===== config.mk =====
export PLATFORM = sky130hd
export DESIGN_NAME = fmm_unit
export DESIGN_NICKNAME = d
export VERILOG_FILES = /design/src/rtl/fmm_pkg.sv /design/src/rtl/fmm_classify.sv /design/src/rtl/fmm_order.sv /design/src/rtl/fmm_select.sv /design/src/rtl/fmm_clamp.sv /design/src/rtl/fmm_unit.sv
export SDC_FILE = /design/constraint.sdc
export NUM_CORES = 1
export LEC_CHECK = 0
export ABC_AREA = 1
export BUFFER_PORTS_ARGS = -buffer_cell sky130_fd_sc_hd__buf_2
export CELL_PAD_IN_SITES_DETAIL_PLACEMENT = 0
export CELL_PAD_IN_SITES_GLOBAL_PLACEMENT = 1
export CORE_MARGIN = 3
export CORE_UTILIZATION = 40
export DETAILED_ROUTE_END_ITERATION = 12
export PLACE_DENSITY = 0.83
export SLEW_MARGIN = 10
export SYNTH_ARGS = -nofsm -noshare
export SYNTH_HDL_FRONTEND = slang
export SYNTH_SLANG_ARGS = --single-unit
export TNS_END_PERCENT = 20

===== constraint.sdc =====
create_clock -name clk -period 5.8 [get_ports clk]
set_clock_uncertainty 0.2 [all_clocks]
set_input_delay 1.16 -clock clk [delete_from_list [all_inputs] [get_ports clk]]
set_output_delay 1.16 -clock clk [all_outputs]
set_load 0.005 [all_outputs]

===== src/rtl/fmm_pkg.sv =====
package fmm_pkg;

  typedef enum logic [1:0] {
    POL_QUIET        = 2'd0,
    POL_NAN_PROP     = 2'd1,
    POL_LEFT_STRICT  = 2'd2,
    POL_RIGHT_STRICT = 2'd3
  } policy_e;

  typedef enum logic [1:0] {
    CLP_NONE     = 2'd0,
    CLP_NONNEG   = 2'd1,
    CLP_SYM_UNIT = 2'd2,
    CLP_UNIT     = 2'd3
  } clamp_e;

  typedef struct packed {
    logic nan;
    logic zero;
    logic sign;
  } fclass_t;

endpackage


===== src/rtl/fmm_classify.sv =====
module fmm_classify
  import fmm_pkg::*;
#(
  parameter int EXP_W = 8,
  parameter int MAN_W = 23,
  localparam int W = 1 + EXP_W + MAN_W
) (
  input  logic [W-1:0] val,
  output fclass_t      cls
);

  function automatic fclass_t f_class(input logic [W-1:0] v);
    fclass_t c;
    logic exp_ones;
    logic man_nz;
    exp_ones = &v[W-2:MAN_W];
    man_nz   = |v[MAN_W-1:0];
    c.nan    = exp_ones && man_nz;
    c.zero   = ~|v[W-2:0];
    c.sign   = v[W-1];
    return c;
  endfunction

  assign cls = f_class(val);

endmodule


===== src/rtl/fmm_order.sv =====
module fmm_order
  import fmm_pkg::*;
#(
  parameter int EXP_W = 8,
  parameter int MAN_W = 23,
  localparam int W = 1 + EXP_W + MAN_W
) (
  input  logic [W-1:0] a,
  input  logic [W-1:0] b,
  input  fclass_t      ca,
  input  fclass_t      cb,
  output logic         ord_lt,
  output logic         ord_gt,
  output logic         raw_gt
);

  // sign-magnitude "x ranks above y" on raw bits
  function automatic logic f_sm_gt(input logic [W-1:0] x, input logic [W-1:0] y);
    if (x[W-1] != y[W-1]) return !x[W-1];
    if (!x[W-1])          return x[W-2:0] > y[W-2:0];
    return x[W-2:0] < y[W-2:0];
  endfunction

  logic comparable;
  assign comparable = !(ca.nan || cb.nan) && !(ca.zero && cb.zero);
  assign ord_lt     = comparable && f_sm_gt(b, a);
  assign ord_gt     = comparable && f_sm_gt(a, b);
  assign raw_gt     = f_sm_gt(a, b);

endmodule


===== src/rtl/fmm_select.sv =====
module fmm_select
  import fmm_pkg::*;
#(
  parameter int EXP_W = 8,
  parameter int MAN_W = 23,
  localparam int W = 1 + EXP_W + MAN_W
) (
  input  logic [W-1:0] a,
  input  logic [W-1:0] b,
  input  fclass_t      ca,
  input  fclass_t      cb,
  input  logic         lt,
  input  logic         gt,
  input  logic         raw_gt,
  input  logic         sel_max,
  input  policy_e      pol,
  output logic [W-1:0] res
);

  localparam logic [W-1:0] QNAN = {1'b0, {EXP_W{1'b1}}, 1'b1, {(MAN_W-1){1'b0}}};

  logic any_nan, both_nan, zero_pair;
  logic [W-1:0] plain_pick;

  assign any_nan   = ca.nan || cb.nan;
  assign both_nan  = ca.nan && cb.nan;
  assign zero_pair = ca.zero && cb.zero && (ca.sign != cb.sign);

  // symmetric path for non-NaN operands
  always_comb begin
    if (zero_pair)    plain_pick = '0;
    else if (sel_max) plain_pick = lt ? b : a;
    else              plain_pick = lt ? a : b;
  end

  always_comb begin
    res = plain_pick;
    case (pol)
      POL_QUIET: begin
        if (both_nan)     res = QNAN;
        else if (ca.nan)  res = b;
        else if (cb.nan)  res = a;
      end
      POL_NAN_PROP: begin
        if (both_nan)     res = (sel_max == raw_gt) ? a : b;
        else if (ca.nan)  res = a;
        else if (cb.nan)  res = b;
      end
      POL_LEFT_STRICT:  res = sel_max ? (gt ? a : b) : (lt ? a : b);
      POL_RIGHT_STRICT: res = sel_max ? (lt ? b : a) : (gt ? b : a);
      default:          res = plain_pick;
    endcase
  end

endmodule


===== src/rtl/fmm_clamp.sv =====
module fmm_clamp
  import fmm_pkg::*;
#(
  parameter int EXP_W = 8,
  parameter int MAN_W = 23,
  localparam int W = 1 + EXP_W + MAN_W
) (
  input  logic [W-1:0] val,
  input  logic         is_nan,
  input  clamp_e       code,
  output logic [W-1:0] res
);

  localparam logic [W-1:0] ONE = {2'b00, {(EXP_W-1){1'b1}}, {MAN_W{1'b0}}};

  function automatic logic [W-1:0] f_clamp(input logic [W-1:0] v, input clamp_e c);
    logic neg, above;
    neg   = v[W-1];
    above = v[W-2:0] > ONE[W-2:0];
    case (c)
      CLP_NONNEG:   return neg ? '0 : v;
      CLP_SYM_UNIT: return above ? {neg, ONE[W-2:0]} : v;
      CLP_UNIT:     return neg ? '0 : (above ? ONE : v);
      default:      return v;
    endcase
  endfunction

  assign res = is_nan ? val : f_clamp(val, code);

endmodule


===== src/rtl/fmm_unit.sv =====
module fmm_unit
  import fmm_pkg::*;
#(
  parameter int EXP_W = 8,
  parameter int MAN_W = 23,
  localparam int W = 1 + EXP_W + MAN_W
) (
  input  logic         clk,
  input  logic         rst,
  input  logic         in_vld,
  input  logic [W-1:0] src_a,
  input  logic [W-1:0] src_b,
  input  logic         pick_max,
  input  logic [1:0]   policy,
  input  logic [1:0]   clamp_sel,
  output logic         out_vld,
  output logic [W-1:0] out_res
);

  localparam logic [W-1:0] QNAN = {1'b0, {EXP_W{1'b1}}, 1'b1, {(MAN_W-1){1'b0}}};
  localparam logic [W-1:0] ONE  = {2'b00, {(EXP_W-1){1'b1}}, {MAN_W{1'b0}}};

  policy_e pol;
  clamp_e  clp;
  assign pol = policy_e'(policy);
  assign clp = clamp_e'(clamp_sel);

  fclass_t ca, cb, sel_cls, out_cls;
  logic    ord_lt, ord_gt, raw_gt;
  logic [W-1:0] sel_res, clamp_res, res_q;
  logic    vld_q;

  fmm_classify #(.EXP_W(EXP_W), .MAN_W(MAN_W)) u_cls_a (.val(src_a), .cls(ca));
  fmm_classify #(.EXP_W(EXP_W), .MAN_W(MAN_W)) u_cls_b (.val(src_b), .cls(cb));

  fmm_order #(.EXP_W(EXP_W), .MAN_W(MAN_W)) u_order (
    .a(src_a), .b(src_b), .ca(ca), .cb(cb),
    .ord_lt(ord_lt), .ord_gt(ord_gt), .raw_gt(raw_gt)
  );

  fmm_select #(.EXP_W(EXP_W), .MAN_W(MAN_W)) u_select (
    .a(src_a), .b(src_b), .ca(ca), .cb(cb),
    .lt(ord_lt), .gt(ord_gt), .raw_gt(raw_gt),
    .sel_max(pick_max), .pol(pol), .res(sel_res)
  );

  fmm_classify #(.EXP_W(EXP_W), .MAN_W(MAN_W)) u_cls_sel (.val(sel_res), .cls(sel_cls));

  fmm_clamp #(.EXP_W(EXP_W), .MAN_W(MAN_W)) u_clamp (
    .val(sel_res), .is_nan(sel_cls.nan), .code(clp), .res(clamp_res)
  );

  always_ff @(posedge clk) begin
    if (rst) vld_q <= 1'b0;
    else     vld_q <= in_vld;
    if (in_vld) res_q <= clamp_res;
  end

  assign out_vld = vld_q;
  assign out_res = res_q;

  fmm_classify #(.EXP_W(EXP_W), .MAN_W(MAN_W)) u_cls_out (.val(res_q), .cls(out_cls));

  p_single_nan_dropped_r1: assert property (@(posedge clk) disable iff (rst)
    (in_vld && pol == POL_QUIET && (ca.nan ^ cb.nan)) |=> !out_cls.nan);

  p_both_nan_canon_r2: assert property (@(posedge clk) disable iff (rst)
    (in_vld && pol == POL_QUIET && ca.nan && cb.nan) |=> (res_q == QNAN));

  p_zero_pair_pos_r3: assert property (@(posedge clk) disable iff (rst)
    (in_vld && !policy[1] && !ca.nan && !cb.nan && ca.zero && cb.zero &&
     (ca.sign != cb.sign) && clp == CLP_NONE) |=> (out_cls.zero && !out_cls.sign));

  p_nan_kept_r4: assert property (@(posedge clk) disable iff (rst)
    (in_vld && pol == POL_NAN_PROP && (ca.nan || cb.nan)) |=> out_cls.nan);

  p_nonneg_clamp_r8: assert property (@(posedge clk) disable iff (rst)
    (in_vld && clp == CLP_NONNEG && !sel_cls.nan) |=> !out_cls.sign);

  p_unit_clamp_r8: assert property (@(posedge clk) disable iff (rst)
    (in_vld && clp == CLP_UNIT && !sel_cls.nan) |=> (!out_cls.sign && res_q[W-2:0] <= ONE[W-2:0]));

  p_nan_through_clamp_r9: assert property (@(posedge clk) disable iff (rst)
    (in_vld && sel_cls.nan) |=> (res_q == $past(sel_res)));

  p_vld_delay_r10: assert property (@(posedge clk) disable iff (rst)
    1'b1 |=> (out_vld == $past(in_vld)));

  p_hold_r10: assert property (@(posedge clk) disable iff (rst)
    !in_vld |=> $stable(res_q));

  p_reset_clears_r11: assert property (@(posedge clk)
    rst |=> !out_vld);

endmodule


==> results of run 1 <==
==> cells by family (layout without fill, tap and decap cells) <==
| kind of cell | count (synthesis) | count (layout) | share of synthesized area |
|---|---|---|---|
| xor+xnor | 1 | 1 | 0.00111 |
| flops | 33 | 33 | 0.124 |
| simple gates | 944 | 944 | 0.517 |
| buf+inv | 285 | 335 | 0.152 |
| fa+ha+maj | 31 | 31 | 0.0492 |
| compound gates | 224 | 224 | 0.156 |
==> worst max-delay path, delay by kind of cell <==
kind	cells	cell delay, ns
buffers and inverters	4	0.78
AO/OA/AOI/OAI	2	0.23
adder cells (fa/ha/maj)	1	0.31
AND/OR/NAND/NOR	23	2.72
==> metrics by stage <==
| stage | power [mW] | worst slack, ns | std cells |
|---|---|---|---|
| after floorplan | 0.871 | 1.26 | 1518 |
| after global placement | 1.12 | 0.226 | 1820 |
| after detailed placement | 1.13 | 0.181 | 1820 |
| after CTS | 1.41 | 0.458 | 1828 |
| after global routing | 1.54 | 0.0238 | 1828 |
| final | 1.42 | 0.395 | 1828 |
==> registers in the layout, indices dropped and copies added, names as in the netlist <==
signal / cells
out_vld: 1
out_res: 32
==> power by group <==
group | internal [mW] | leakage, nW | switching (mW)
registers | 0.307 | 0.318 | 0.00581
logic | 0.272 | 4.23 | 0.549
clock network | 0.200 | 0.0785 | 0.0825
total | 0.779 | 4.63 | 0.638
==> worst max-delay path by stage <==
stage	to	slack (ns)	cells past startpoint	from
CTS	out_res[3]$_DFFE_PP_	0.46	30	src_a[28]
global placement	out_res[3]$_DFFE_PP_	0.23	29	src_a[17]
finish	out_res[3]$_DFFE_PP_	0.40	30	src_a[28]
detailed placement	out_res[3]$_DFFE_PP_	0.18	30	src_a[30]
global route	out_res[3]$_DFFE_PP_	0.02	30	src_a[28]
floorplan	out_res[4]$_DFFE_PP_	1.26	32	src_a[22]
==> metal layers <==
layer  GRT usage  vias up
li1            -     5014
met5           0        -
met2       0.434      496
met1       0.384     4369
met3      0.0335       41
met4      0.0677        2
==> cells in the final DEF (no fill, tap or decap), types with 2 or more instances in the layout <==
cell type  netlist  final
inv_1          178    178
o21ai_0        102    102
a21o_1           2      2
a21oi_1         77     77
o211ai_1        30     30
buf_4            4     30
clkbuf_16        0      5
edfxtp_1        32     32
nor2_2          26     28
nand3_4          3      3
o21ai_1          7      7
buf_2           35    104
inv_2           10     10
nor2_1          84     82
nand2_4          3      3
nand4_1         16     16
nor3_1           2      2
buf_12           0      5
nand3_1        259    259
nand2_1        538    538
ha_1            31     31
nand2_2          8      8
==> layout make-up <==
type | count | area share
sequential | 33 | 0.112
timing repair buffer | 139 | 0.0968
clock buffer | 6 | 0.0147
multi-input combinational | 1200 | 0.654
inverter | 188 | 0.0808
tap | 260 | 0.0372
clock inverter | 2 | 0.00387
==> run metrics, run 1 <==
status=completed; hpwl dp=about 21,000 um; top cell type's share of synthesized area=0.256; final hold viol count=0; hold slack final=roughly 0.84 ns; storage element area=~980 um^2; die height=roughly 150 um; CP Max Fanout=24; CTS max path bufs=2; worst slew pin tran=roughly 1.0 ns; Synth Area per Inst=about 5.2 um^2; FFs w/ async S/R, synth=0; Root Driver=clkbuf_16; CP startpoint kind=input pin; CP Data Arrival Time=between 5 and 6 ns; Peak Freq=185 MHz; CTS H-tree lvls=2; layout net count=between 1,500 and 2,000; #FFs+latches synth=33; Tightest Hold Check Type=input pin to register; Port-buffer cells=roughly 100; DR vias/cell=5.43; Ports=about 110; Yosys Warn Count=0; Cell variety after synth=37; RSZ-0062 raised after global routing=false; Util after Layout=0.459; Initial DRC Count=1,100; Pre-Repair DR Iteration Count=5; proportion of layout cells with a drive suffix above 1=0.129; Post-synth EDFFs=32; met2 wire len=around 13,000 um; GR Overflow Total=0; post-route cell area=8740 um^2; post-synthesis sequential area ratio=0.124; top cells by count, synth=538 x nand2_1, 259 x nand3_1, 178 x inv_1; Leakage=roughly 4.6 nW; metal3 WL=2830 um; Avg WL per Cell=around 16 um; syn nets=approximately 1,600; maximum number of pins on one net before global-route repair=56; vias in the first global route=roughly 9,000; initial antenna violation count=1; GPL Wtd Cong=between 0.9 and 1; antenna viol nets, final=0; Core ar.=19,000 um^2; DRC=0; Hold Startpoint=rst; Worst path most repeated cell=nand2_1; Slowest-stage cell, CP=ha_1; # diodes=0; Layout fillers=around 2,100; CP endpoint kind=register; final period utilization=0.932; Crit path largest cell delay=between 0.3 and 0.4 ns; Site Rows=50; peak supply drop=a little under 0.1 mV; clock sinks=33; met1 WL=~13,000 um; hold path cells=2; Total Die Area=~21,000 um^2; Max Cap Viol=0; Netlist Area Pre-Place=a little under 8000 um^2; Tmin final=5.40 ns; Resized Gates After CTS=0; TritonCTS clock tree=yes; vias=between 9,000 and 10,000; area leader, netlist=nand2_1; top-count cell post-synth=nand2_1; final WL=between 20,000 and 30,000 um; Hold EP=out_vld$_SDFF_PP0_; Post-CTS Setup Repair Bufs=0; Hold-fix buffers, CTS=0; CTS clk-pin slew, worst paths=0.05 ns; Slew headroom=0.336; width of the die=146 um; Setup-failing EPs final=0; pwr dens=around 160 nW/um^2; initial core utilization=0.415; total CTS buffers=5; CP required=5.61 ns; Top FF cell, synth=edfxtp_1; setup TNS after final layout=0 ns; global-route wire length before repair=47,600 um; P&R area growth vs syn=10.8%; cells after synthesis=between 1,500 and 2,000; synth top area cells=nand2_1 26%, nand3_1 16%, edfxtp_1 12%; Multi-input gate area=between 5000 and 6000 um^2; Max Transition Viols Final=0; GRT Total Usage=0.270; Setup CP Type=input pin to register; placed inst area=between 8000 and 9000 um^2; uppermost layer routed=met5
Power figures use the tool's default switching activity.
==> run 2: changes to the inputs <==
--- a/config.mk
+++ b/config.mk
@@ -5,12 +5,11 @@
 export SDC_FILE = /design/constraint.sdc
 export NUM_CORES = 1
 export LEC_CHECK = 0
-export ABC_AREA = 1
 export BUFFER_PORTS_ARGS = -buffer_cell sky130_fd_sc_hd__buf_2
 export CELL_PAD_IN_SITES_DETAIL_PLACEMENT = 0
 export CELL_PAD_IN_SITES_GLOBAL_PLACEMENT = 1
 export CORE_MARGIN = 3
-export CORE_UTILIZATION = 40
+export CORE_UTILIZATION = 41
 export DETAILED_ROUTE_END_ITERATION = 12
 export PLACE_DENSITY = 0.83
 export SLEW_MARGIN = 10
==> run 2 against run 1 <==
The run now ends with setup timing left. Maximum frequency shrank 9.4%. Clock-buffer cell count is the same. Combinational power shrank 2%. Design area shrank 6.9%. Critical endpoint is now out_res[21]$_DFFE_PP_. Highest routed layer is now met4.
==> run metrics, run 2 <==
CTS max path bufs=2 (unchanged); initial core utilization=0.425 (+0.0101); Peak Freq=168 MHz (-9.4%); Pre-Repair DR Iteration Count=6 (+1); CTS clk-pin slew, worst paths=0.05 ns (about the same); Synth Area per Inst=7.63 um^2 (+47%); Site Rows=39 (-22%); final period utilization=1.03 (+0.0971); Core ar.=11,500 um^2 (-39%); Cell variety after synth=91 (+150%); top cells by count, synth=63 x nand2_1, 56 x nor2_1, 45 x a21oi_1, 45 x inv_1, 40 x o21ai_0; GR Overflow Total=0 (unchanged); RSZ-0062 raised after global routing=true; width of the die=115 um (-21%); leading cell types in the layout, fill and taps excluded=242 x buf_4, 104 x buf_2, 57 x nand2_1; clock sinks=33 (unchanged); status=complete, but fails checks; cells after synthesis=641 (-58%); worst slew pin tran=0.820 ns (-0.176 ns); Initial DRC Count=1,408 (+28%); Root Driver=clkbuf_16; Max Cap Viol=0 (unchanged); Max Transition Viols Final=0 (unchanged); Port-buffer cells=104 (unchanged); Tightest Hold Check Type=input pin to register; hpwl dp=18,100 um (-15%); worst path cell trace=buf_2, buf_4, nor4_1, nand4_1, o21a_1, a211o_2, nor2_4, a21boi_4, a31oi_2, a221o_1, a32oi_2, o311ai_2, nor4_2, buf_4, nand3_2, buf_4, o21bai_4, buf_6, a211oi_4, buf_6, buf_12, a21oi_1; Leakage=3.65 nW (-21%); Hold EP=out_vld$_SDFF_PP0_; Largest register FFs=32 (unchanged); area leader, netlist=edfxtp_1; DR vias/cell=6.58 (+21%); Avg WL per Cell=22.1 um (+36%); FFs w/ async S/R, synth=0 (unchanged); TritonCTS clock tree=yes; Total Die Area=13,300 um^2 (-38%); antenna viol nets, final=0 (unchanged); pwr dens=173 nW/um^2 (+6.7%); vias in the first global route=6,519 (-27%); setup TNS after final layout=-3.03 ns (-3.03 ns); maximum number of pins on one net before global-route repair=44 (-21%); DRC=0 (unchanged); global-route wire length before repair=34,600 um (-27%); syn nets=744 (-54%); post-synthesis sequential area ratio=0.201 (+0.0762); CTS H-tree lvls=2 (unchanged); Yosys Warn Count=0 (unchanged); GPL Wtd Cong=1.07 (+12%); Worst path most repeated cell=buf_4; top-count cell post-synth=nand2_1; Post-synth EDFFs=32 (unchanged); Comb pwr share=0.570 (-0.010); Clk pwr share=0.209 (+0.009); GRT Total Usage=0.329 (+0.0595); Sw Ratio=0.366 (-0.0840); Top FF cell, synth=edfxtp_1; die height=115 um (-21%); violated checks=setup timing; Hold Startpoint=rst; Slowest-stage cell, CP=nor4_1; placement-stage worst setup slack=-0.421 ns (-0.601 ns); Slew headroom=0.452 (+0.116); Setup-failing EPs final=29 (+29); peak supply drop=0.115 mV (+16%); Util after Layout=0.707 (+0.247); sequential share of power=0.221 (about the same); #FFs+latches synth=33 (unchanged); Layout fillers=868 (-59%); CP Data Arrival Time=5.89 ns (+0.67 ns); most common cell after layout, fill and taps aside=buf_4; CP Max Fanout=8 (-67%); fin worst setup slack=-0.168 ns (-0.563 ns); Psw=515 uW (-19%); layout net count=1,075 (-36%); initial antenna violation count=0 (-1); vias=7,345 (-26%); Ports=105 (unchanged); CP endpoint kind=register; CP required=5.72 ns (+0.11 ns); # diodes=0 (unchanged); Setup CP Type=input pin to register; top cell type's share of synthesized area=0.197 (-0.0596); CP startpoint kind=input pin; synth top area cells=edfxtp_1 20%, ha_1 7.9%, nand2_1 4.8%; Hold-fix buffers, CTS=0 (unchanged); Crit path largest cell delay=0.48 ns (+0.17 ns); Pint=893 uW (+15%); P&R area growth vs syn=66.4%; final WL=24,700 um (-17%); final hold viol count=0 (unchanged); total CTS buffers=5 (unchanged); Final Power=1.41 mW (-0.61%); hold path cells=2 (unchanged); Netlist Area Pre-Place=4890 um^2 (-38%); Tmin final=5.97 ns (+0.563 ns); proportion of layout cells with a drive suffix above 1=0.491 (+0.362)
-- run 2: changes by cell type after synthesis, sizes merged, moves of 23 or more --
cell | previous run | this run
nor2 | 110 | 58
buf | 62 | 10
o21ai | 110 | 48
nand3 | 263 | 27
inv | 188 | 45
o211ai | 31 | 8
nand2 | 549 | 63
a21oi | 78 | 47
-- run 2: metal layers --
layer | up-vias | share of wire | track usage
met5 | - | 0 | 0
met4 | 0 | 0.064 | 0.146
met3 | 167 | 0.13 | 0.0642
met2 | 641 | 0.43 | 0.506
met1 | 3325 | 0.38 | 0.448
li1 | 3212 | - | -
-- run 2: worst max path at each step --
stage | depth (start not counted) | to | start
4_1_cts | 22 | out_res[20]$_DFFE_PP_ | src_a[10]
3_5_place_dp | 21 | out_res[25]$_DFFE_PP_ | src_a[17]
6_report | 22 | out_res[21]$_DFFE_PP_ | src_a[17]
2_1_floorplan | 18 | out_res[10]$_DFFE_PP_ | src_a[17]
3_3_place_gp | 21 | out_res[20]$_DFFE_PP_ | src_a[17]
5_1_grt | 22 | out_res[22]$_DFFE_PP_ | src_a[17]
-- run 2: critical path: cells and delay by family --
| kind | cells | cell delay [ns] |
|---|---|---|
| buffers and inverters | 7 | 1.01 |
| AOI/OAI and AO/OA | 10 | 2.31 |
| and+or+nand+nor | 5 | 1.38 |
-- run 2: metrics by stage --
step	cell area [um^2]	std cells	hold WS (ns)
2_1_floorplan	4890	641	1.03
3_3_place_gp	7150	1083	1.12
3_5_place_dp	7150	1083	1.12
4_1_cts	7400	1092	0.828
5_1_grt	8140	1116	0.841
6_report	8140	1116	0.828
-- run 2: timing repair --
item	4_1_cts	5_1_grt
pin swaps	4	45
resized for setup	13	119
gates cloned	0	2
endpoints found under the setup margin	29	31
hold endpoints to repair	0	0
buffers inserted	1	22
-- run 2: final cells by class --
type / instances / area [um^2] / share of cell area
Sequential cell: 33 / 981 / 0.121
Inverter: 46 / 173 / 0.0212
Timing Repair Buffer: 355 / 2470 / 0.304
Clock buffer: 6 / 129 / 0.0158
Tap cell: 143 / 179 / 0.0220
Multi-Input combinational cell: 531 / 4170 / 0.512
Clock inverter: 2 / 33.8 / 0.00415
-- run 2: kinds of logic (layout without fill, tap and decap cells) --
family	count (synthesis)	count (layout)	share of synthesized area
AOI/OAI and AO/OA	259	259	0.389
xor gates and xnor gates	3	3	0.00537
adders and majority gates	31	31	0.0793
buffers and inverters	77	409	0.0660
DFF	33	33	0.201
muxes	15	15	0.0348
and+or+nand+nor	223	223	0.225
-- run 2: power by group through the flow --
stage	registers [mW]	clock network (mW)	logic [mW]
CTS	0.312	0.295	0.662
floorplan	0.321	0	0.298
finish	0.311	0.294	0.803
global route	0.314	0.304	0.843
global placement	0.315	0	0.635
detailed placement	0.316	0	0.648
==> run 3: changes to the inputs <==
--- a/config.mk
+++ b/config.mk
@@ -11,7 +11,7 @@
 export CORE_MARGIN = 3
 export CORE_UTILIZATION = 41
 export DETAILED_ROUTE_END_ITERATION = 12
-export PLACE_DENSITY = 0.83
+export PLACE_DENSITY_LB_ADDON = 0.25
 export SLEW_MARGIN = 10
 export SYNTH_ARGS = -nofsm -noshare
 export SYNTH_HDL_FRONTEND = slang
==> run 3 against run 2 <==
The flow now finishes without violations. Final cell count up 0.54%. Total power about the same. Setup slack better by 0.23 ns. Critical path depth unchanged. Global-route usage up 2.6 points. Combinational power down 0.7%. Sequential power about the same. First-iteration DRC count down 27%. Critical path type unchanged. Largest cell class unchanged. Largest power group unchanged. Highest routed layer unchanged.
==> run metrics, run 3 (same netlist as run 2, synthesis figures left out) <==
GR Overflow Total=0 (unchanged); leading cell types in the layout, fill and taps excluded=248 x buf_4, 104 x buf_2, 58 x nand2_1; DR vias/cell=6.43 (-2.4%); final WL=25,200 um (+2.3%); hpwl dp=19,800 um (+9.1%); hold slack final=0.832 ns (+0.00361 ns); Avg WL per Cell=22.5 um (+1.7%); initial core utilization=0.425 (unchanged); # diodes=0 (unchanged); vias in the first global route=6,596 (+1.2%); Site Rows=39 (unchanged); total CTS buffers=5 (unchanged); Slew headroom=0.422 (-0.0303); CP startpoint kind=input pin; Hold EP=out_vld$_SDFF_PP0_; Largest register FFs=32 (unchanged); peak supply drop=0.106 mV (-7.2%); proportion of layout cells with a drive suffix above 1=0.511 (+0.0195); CTS clk-pin slew, worst paths=0.05 ns (about the same); Total Die Area=13,300 um^2 (unchanged); placed cells=1,095 (+1.1%); Final Non-Filler Cells=1,122 (+0.54%); Setup CP Type=input pin to register; Port-buffer cells=104 (unchanged); Layout fillers=908 (+4.6%); Tightest Hold Check Type=input pin to register; RSZ-0062 raised after global routing=true; clock sinks=33 (unchanged); status=completed; hold path cells=2 (unchanged); Ports=105 (unchanged); Pre-Repair DR Iteration Count=5 (-1); final hold viol count=0 (unchanged); Peak Freq=174 MHz (+3.9%); Initial DRC Count=1,027 (-27%); DRC=0 (unchanged); Max Cap Viol=0 (unchanged); CP Max Fanout=22 (+14); P&R area growth vs syn=68.7%; Max Transition Viols Final=0 (unchanged); CP Data Arrival Time=5.57 ns (-0.32 ns); final period utilization=0.990 (-0.0390); die height=115 um (unchanged); TritonCTS clock tree=yes; CP endpoint kind=register; vias=7,209 (-1.9%); fin worst setup slack=0.0587 ns (+0.226 ns); initial antenna violation count=0 (unchanged); CP required=5.63 ns (-0.09 ns); pwr dens=171 nW/um^2 (-1.4%); most common cell after layout, fill and taps aside=buf_4; maximum number of pins on one net before global-route repair=44 (unchanged); GRT Total Usage=0.355 (+0.0260); Final Power=1.41 mW (about the same); Tmin final=5.74 ns (-0.226 ns); CTS H-tree lvls=2 (unchanged); worst slew pin tran=0.864 ns (+0.0442 ns); Setup-failing EPs final=0 (-100%); post-route cell area=8250 um^2 (+1.4%); placement-stage worst setup slack=-0.465 ns (-0.0440 ns); CTS max path bufs=2 (unchanged); Core ar.=11,500 um^2 (unchanged); Root Driver=clkbuf_16; layout net count=1,081 (+0.56%); GPL Wtd Cong=1.06 (-1.2%); antenna viol nets, final=0 (unchanged); Hold Startpoint=rst; global-route wire length before repair=36,700 um (+6.0%); placed inst area=7250 um^2 (+1.4%); width of the die=115 um (unchanged); Leakage=3.65 nW (about the same)
run 3: timing repair:
| action | CTS | global route |
|---|---|---|
| pin swaps | 3 | 34 |
| hold buffers | 0 | 0 |
| endpoints found under the setup margin | 29 | 31 |
| setup buffers | 0 | 20 |
| resized for setup | 8 | 125 |
run 3: final cells by class:
cell class | instances | area, um^2 | share of cell area
Timing Repair Buffer | 361 | 2500 | 0.303
Inverter | 46 | 173 | 0.0209
Multi-Input combinational cell | 531 | 4240 | 0.514
Clock inverter | 3 | 46.3 | 0.00561
Clock buffer | 5 | 125 | 0.0152
Sequential cell | 33 | 981 | 0.119
Tap cell | 143 | 179 | 0.0217
run 3: per-layer routing:
layer,GRT usage,wire [um],part of all wire,vias to the layer above
met5,0,0,0,-
met4,0.142,1250,0.050,0
met3,0.0900,3150,0.12,118
met2,0.527,10600,0.42,544
met1,0.492,10200,0.40,3320
li1,-,-,-,3227
run 3: how the worst max path moves through the flow:
stage	start	end	slack [ns]	cells after the start
final	src_a[30]	out_res[20]$_DFFE_PP_	0.06	22
after global routing	src_a[9]	out_res[20]$_DFFE_PP_	-0.13	22
after CTS	src_a[25]	out_res[20]$_DFFE_PP_	0.004	21
after detailed placement	src_a[6]	out_res[20]$_DFFE_PP_	-0.46	22
after global placement	src_a[20]	out_res[20]$_DFFE_PP_	-0.45	21
after floorplan	src_a[17]	out_res[10]$_DFFE_PP_	0.19	18
run 3: power breakdown:
group	internal [mW]	switching, mW
combinational	0.385	0.412
clock	0.203	0.0956
sequential	0.304	0.00746
run 3: worst max-delay path, cell delays in order:
cell	delay [ns]
buf_2	0.09
inv_1	0.06
ha_1	0.31
buf_4	0.14
a21oi_1	0.13
o21ai_0	0.16
a21oi_1	0.40
and2_4	0.27
o221a_4	0.24
nand3_1	0.15
buf_4	0.18
a211oi_1	0.21
a2111oi_0	0.10
a211oi_2	0.25
buf_4	0.17
nor4b_2	0.19
nand4_1	0.14
or4_4	0.46
o21ba_4	0.25
a211oi_4	0.25
buf_12	0.19
nor2_1	0.06
run 3: per-stage QoR:
step | TNS, ns | util
finish | 0 | 0.716
global route | -2.97 | 0.716
detailed placement | -13.44 | 0.630
CTS | 0 | 0.648
floorplan | 0 | -
global placement | -13.25 | 0.630
